==> config.mk <==
export PLATFORM = sky130hd
export DESIGN_NAME = refresh_arbiter
export DESIGN_NICKNAME = d
export VERILOG_FILES = /design/src/rtl/rfa_pkg.sv /design/src/rtl/rfa_edge_sync.sv /design/src/rtl/rfa_cycle_timer.sv /design/src/rtl/rfa_period_track.sv /design/src/rtl/refresh_arbiter.sv
export SDC_FILE = /design/constraint.sdc
export NUM_CORES = 1
export LEC_CHECK = 0
export BUFFER_PORTS_ARGS = -buffer_cell sky130_fd_sc_hd__buf_4
export CAP_MARGIN = 20
export CORE_AREA = 2 2 39 41
export CTS_BUF_LIST = sky130_fd_sc_hd__clkbuf_16
export CTS_CLUSTER_SIZE = 16
export DETAILED_ROUTE_END_ITERATION = 8
export DIE_AREA = 0 0 41 43
export HOLD_SLACK_MARGIN = 0.06
export PLACE_DENSITY = 0.6
export SYNTH_ARGS = -nofsm -noshare
export SYNTH_HDL_FRONTEND = slang
export SYNTH_SLANG_ARGS = --single-unit
==> constraint.sdc <==
create_clock -name clk -period 1.6 [get_ports clk]
set_input_delay 0.4 -clock clk [delete_from_list [all_inputs] [get_ports clk]]
set_output_delay 0.4 -clock clk [all_outputs]
set_load 0.1 [all_outputs]
==> src/rtl/rfa_pkg.sv <==
package rfa_pkg;
  localparam logic [2:0] MODE_AUTO   = 3'b101;
  localparam logic [2:0] MODE_FORCED = 3'b001;
endpackage

==> src/rtl/rfa_edge_sync.sv <==
module rfa_edge_sync #(
  parameter int STAGES = 2
) (
  input  logic clk,
  input  logic rst_n,
  input  logic din,
  output logic rise
);
  logic [STAGES-1:0] sync_q;
  logic              last_q;

  generate
    for (genvar i = 0; i < STAGES; i++) begin : g_stage
      if (i == 0) begin : g_first
        always_ff @(posedge clk or negedge rst_n) begin
          if (!rst_n) sync_q[i] <= 1'b0;
          else        sync_q[i] <= din;
        end
      end else begin : g_next
        always_ff @(posedge clk or negedge rst_n) begin
          if (!rst_n) sync_q[i] <= 1'b0;
          else        sync_q[i] <= sync_q[i-1];
        end
      end
    end
  endgenerate

  always_ff @(posedge clk or negedge rst_n) begin
    if (!rst_n) last_q <= 1'b0;
    else        last_q <= sync_q[STAGES-1];
  end

  assign rise = sync_q[STAGES-1] & ~last_q;
endmodule

==> src/rtl/rfa_cycle_timer.sv <==
module rfa_cycle_timer #(
  parameter int CYCLES = 4
) (
  input  logic clk,
  input  logic rst_n,
  input  logic start,
  output logic busy,
  output logic last
);
  localparam int CW = $clog2(CYCLES + 1);
  localparam logic [CW-1:0] LOAD = CW'(CYCLES);

  logic [CW-1:0] cnt_q, cnt_d;

  always_comb begin
    cnt_d = cnt_q;
    if (start)            cnt_d = LOAD;
    else if (cnt_q != '0) cnt_d = cnt_q - 1'b1;
  end

  always_ff @(posedge clk or negedge rst_n) begin
    if (!rst_n) cnt_q <= '0;
    else        cnt_q <= cnt_d;
  end

  assign busy = (cnt_q != '0);
  assign last = (cnt_q == CW'(1));
endmodule

==> src/rtl/rfa_period_track.sv <==
module rfa_period_track (
  input  logic clk,
  input  logic rst_n,
  input  logic rise,
  input  logic hid_fire,
  input  logic served,
  output logic hid_seen,
  output logic req
);
  logic seen_d, req_d;

  always_comb begin
    seen_d = hid_seen;
    req_d  = req;
    if (hid_fire) seen_d = 1'b1;
    if (served)   req_d  = 1'b0;
    if (rise) begin
      seen_d = 1'b0;
      if (!(hid_seen || hid_fire)) req_d = 1'b1;
    end
  end

  always_ff @(posedge clk or negedge rst_n) begin
    if (!rst_n) begin
      hid_seen <= 1'b0;
      req      <= 1'b0;
    end else begin
      hid_seen <= seen_d;
      req      <= req_d;
    end
  end
endmodule

==> src/rtl/refresh_arbiter.sv <==
module refresh_arbiter #(
  parameter int RF_CYC      = 4,
  parameter int SYNC_STAGES = 2
) (
  input  logic       clk,
  input  logic       rst_n,
  input  logic       rfck,
  input  logic [2:0] mode,
  input  logic       acc_busy,
  output logic       rfreq_n,
  output logic       rfsh_go,
  output logic       cas_inh
);
  import rfa_pkg::*;

  logic rise, busy, last, hid_seen, req;
  logic in_auto, in_forced, hid_fire, frc_fire, fire;
  logic fdone_q, fdone_d, kind_q, kind_d, go_q;

  rfa_edge_sync #(.STAGES(SYNC_STAGES)) u_sync (
    .clk(clk), .rst_n(rst_n), .din(rfck), .rise(rise)
  );

  rfa_cycle_timer #(.CYCLES(RF_CYC)) u_timer (
    .clk(clk), .rst_n(rst_n), .start(fire), .busy(busy), .last(last)
  );

  rfa_period_track u_track (
    .clk(clk), .rst_n(rst_n), .rise(rise), .hid_fire(hid_fire),
    .served(last & kind_q), .hid_seen(hid_seen), .req(req)
  );

  assign in_auto   = (mode == MODE_AUTO);
  assign in_forced = (mode == MODE_FORCED);
  assign hid_fire  = in_auto & ~acc_busy & ~busy & ~hid_seen & ~req;
  assign frc_fire  = in_forced & ~busy & ~fdone_q;
  assign fire      = hid_fire | frc_fire;

  always_comb begin
    fdone_d = fdone_q;
    if (!in_forced || rise) fdone_d = 1'b0;
    else if (frc_fire)      fdone_d = 1'b1;
    kind_d = fire ? (frc_fire & req) : kind_q;
  end

  always_ff @(posedge clk or negedge rst_n) begin
    if (!rst_n) begin
      fdone_q <= 1'b0;
      kind_q  <= 1'b0;
      go_q    <= 1'b0;
    end else begin
      fdone_q <= fdone_d;
      kind_q  <= kind_d;
      go_q    <= fire;
    end
  end

  assign rfreq_n = ~req;
  assign rfsh_go = go_q;
  assign cas_inh = in_forced | busy;
endmodule

==> impl_metrics.env <==
export IMPL_numCtsBuffers=3
export IMPL_io_buffers=9
export IMPL_yosys_cell_types_count=23
export IMPL_ctsRootBufferMaster="clkbuf_16"
export IMPL_grt_use_met3_pct=6.283
export IMPL_clkTransAtPathRegs_ns=0.04
export IMPL_vias=413
export IMPL_power_frac_comb_pct=47.4
export IMPL_crit_path_end_kind="output port"
export IMPL_grt_util_met2_pct=22.81
export IMPL_final_period_utilization_pct=103.6
export IMPL_critPathArrivalTime_ns=1.26
export IMPL_die_h_um=43
export IMPL_synthesis_area_per_instance_um2=11.64
export IMPL_grt_setup_unrepaired="true"
export IMPL_reg2reg_from="u_timer.cnt_q[1]$_DFFE_PN0P_"
export IMPL_nNetsFinal=79
export IMPL_drc_errors=0
export IMPL_slew_viol_final=0
export IMPL_ys_seq_area_share_pct=55.00
export IMPL_clkSinkCount=11
export IMPL_cts_tree="built"
export IMPL_fin_setup_tns_ns=-0.05822
export IMPL_switchingPower_mw=0.5913
export IMPL_worst_slack_ns=-0.05822
export IMPL_fin_util_pct=58.23
export IMPL_dp_cells=74
export IMPL_syn_num_nets=53
export IMPL_grt_max_degree=12
export IMPL_ys_ff_latch=11
export IMPL_core_area_um2=1384
export IMPL_hold_viol=0
export IMPL_ys_warn_count=0
export IMPL_worstSetupPathType="reg -> out"
export IMPL_start_kind="register"
export IMPL_setup_viol=1
export IMPL_n_fill_cell=116
export IMPL_diodes=0
export IMPL_power_frac_clock_pct=27.7
export IMPL_status="complete, but fails checks"
export IMPL_holdCritStartpoint="rfck"
export IMPL_startpoint="u_timer.cnt_q[1]$_DFFE_PN0P_"
export IMPL_place_ws_ns=-0.07540
export IMPL_syn_instance_count=43
export IMPL_grt_pass1_wl_mm=1.780
export IMPL_synth_edff_count=0
export IMPL_grt_pass1_vias=410
export IMPL_drv_cap=0
export IMPL_area_growth_pct=61.00
export IMPL_die_w_um=41
export IMPL_synth_common_cells="11 x dfrtp_1, 5 x inv_1, 3 x ha_1"
export IMPL_synth_top_area_share_pct=55.00
export IMPL_synth_area_top_cells="dfrtp_1 55%, ha_1 7.5%, inv_1 3.8%, nand2b_1 2.5%, and4b_2 2.3%"
export IMPL_hpwl_um=814.5
export IMPL_clk_path_buf_depth=2
export IMPL_cts_max_level=1
export IMPL_power_frac_seq_pct=24.9
export IMPL_synth_area_um2=500.5
export IMPL_total_leakage_power_nw=0.3939
export IMPL_ys_flop_type="dfrtp_1"
export IMPL_violations="setup timing"
export IMPL_drive_gt1_share_pct=47.06
export IMPL_slew_headroom_pct=77.49
export IMPL_dr_pass1_iters=1
export IMPL_yosysTopAreaCell="dfrtp_1"
export IMPL_die_area_um2=1763
export IMPL_yosysMostFrequentCell="dfrtp_1"
export IMPL_cp_max_fo=2
export IMPL_grtUsageMet1_pct=19.53
export IMPL_power_density_nw_per_um2=2030
export IMPL_p_int_mw=1.045
export IMPL_detail_route_antenna_nets=0
export IMPL_power_total_mw=1.636
export IMPL_grt_usage_pct=15.78
export IMPL_gp_congestion=0.7307
export IMPL_start_util_pct=36.17
export IMPL_tightest_slew_ns=0.3330
export IMPL_antenna_found_initial=0
export IMPL_grt_ovfl_total=0
export IMPL_wl_mm=1.158
export IMPL_hp_class="in -> reg"
export IMPL_avgRoutedWirePerCell_um=13.79
export IMPL_fin_crit_ns=1.658
export IMPL_fmaxAchievable_mhz=603.1
export IMPL_ioPinCount=10
export IMPL_worst_clock_skew_ns=0.005057
export IMPL_instances_no_fill=84
export IMPL_std_cell_rows=14
export IMPL_async_flop_share_pct=100.0
export IMPL_top_usage_layer="met2"
export IMPL_max_vdd_ir_drop_v=0.0009904
export IMPL_via_per_inst=4.917
export IMPL_crit_required_ns=1.20
export IMPL_swShare_pct=36.14
export IMPL_drt_iter0_drc=0
export IMPL_insertion_delay_ns=0.24
worst paths after layout:
path,to,slack (ns),depth (start not counted)
min in group asynchronous,u_timer.cnt_q[2]$_DFFE_PN0P_,0.53,2
worst max register to register,kind_q$_DFFE_PN0P_,0.04,6
max in group asynchronous,u_sync.sync_q[1]$_DFF_PN0_,0.92,2
worst min register to register,u_sync.sync_q[1]$_DFF_PN0_,0.35,0
worst min-delay path,u_sync.sync_q[0]$_DFF_PN0_,0.27,1
worst max-delay path,cas_inh,-0.06,5
worst max-delay path, cell delays in order (launching register included):
cell     delay, ns
dfrtp_1       0.39
inv_2         0.09
ha_4          0.14
nor2b_4       0.17
nand2_4       0.06
buf_12        0.16
power groups by stage:
stage                     combinational, mW  sequential, mW  clock, mW
after floorplan                       0.387           0.397          0
after global placement                0.556           0.394          0
after detailed placement              0.564           0.398          0
after CTS                             0.698           0.403      0.459
after global routing                  0.835           0.414      0.475
final                                 0.775           0.407      0.454
flip-flops by register name, summed over array words and instances (netlist names):
register and count:
fdone_q 1, rfsh_go 1, u_track.hid_seen 1, kind_q 1
u_sync.sync_q 2, u_sync.last_q 1, u_track.req 1, u_timer.cnt_q 3
per-stage QoR:
| stage | area [µm²] | hold WS (ns) |
|---|---|---|
| floorplan | 510.5 | 0.1044 |
| global placement | 643.1 | 0.2416 |
| detailed placement | 643.1 | 0.2418 |
| CTS | 785.8 | 0.2639 |
| global route | 805.8 | 0.2625 |
| finish | 805.8 | 0.2677 |
kinds of logic after synthesis:
family / share of synthesized area (%)
adders and majority gates: 7.501
xor gates and xnor gates: 1.750
and+or+nand+nor: 22.50
AOI/OAI and AO/OA: 9.501
DFF: 55.00
buffers and inverters: 3.750
area by class of cell:
| type | instances | area, µm² | share of cell area (%) |
|---|---|---|---|
| inverter | 5 | 18.77 | 2.329 |
| tap | 16 | 20.02 | 2.484 |
| clock inverter | 1 | 3.754 | 0.4658 |
| timing repair buffer | 21 | 172.7 | 21.43 |
| multi-input combinational | 27 | 240.2 | 29.81 |
| sequential | 11 | 275.3 | 34.16 |
| clock buffer | 3 | 75.07 | 9.317 |
per-layer routing:
| metal | vias to the layer above | routed length [µm] |
|---|---|---|
| met1 | 196 | 495 |
| met2 | 12 | 559 |
| li1 | 202 | - |
| met3 | 3 | 76 |
| met5 | - | 0 |
| met4 | 0 | 27 |
placed cells by master (no fill, tap or decap), drive strengths merged, types with 2 or more instances in the layout:
master and instances:
buf 20, dfrtp 11, inv 6, clkbuf 3, ha 3, nand2b 2
nor3 2, nor2 2, nand2 2
what timing repair did:
item / in CTS / in global routing
gates resized for setup: 9 / 1
setup endpoints to repair: 2 / 2
setup buffers: 3 / 2
pin swaps: 0 / 2
hold endpoints to repair: 11 / 0
hold buffers: 1 / 0
Power figures use the tool's default switching activity.
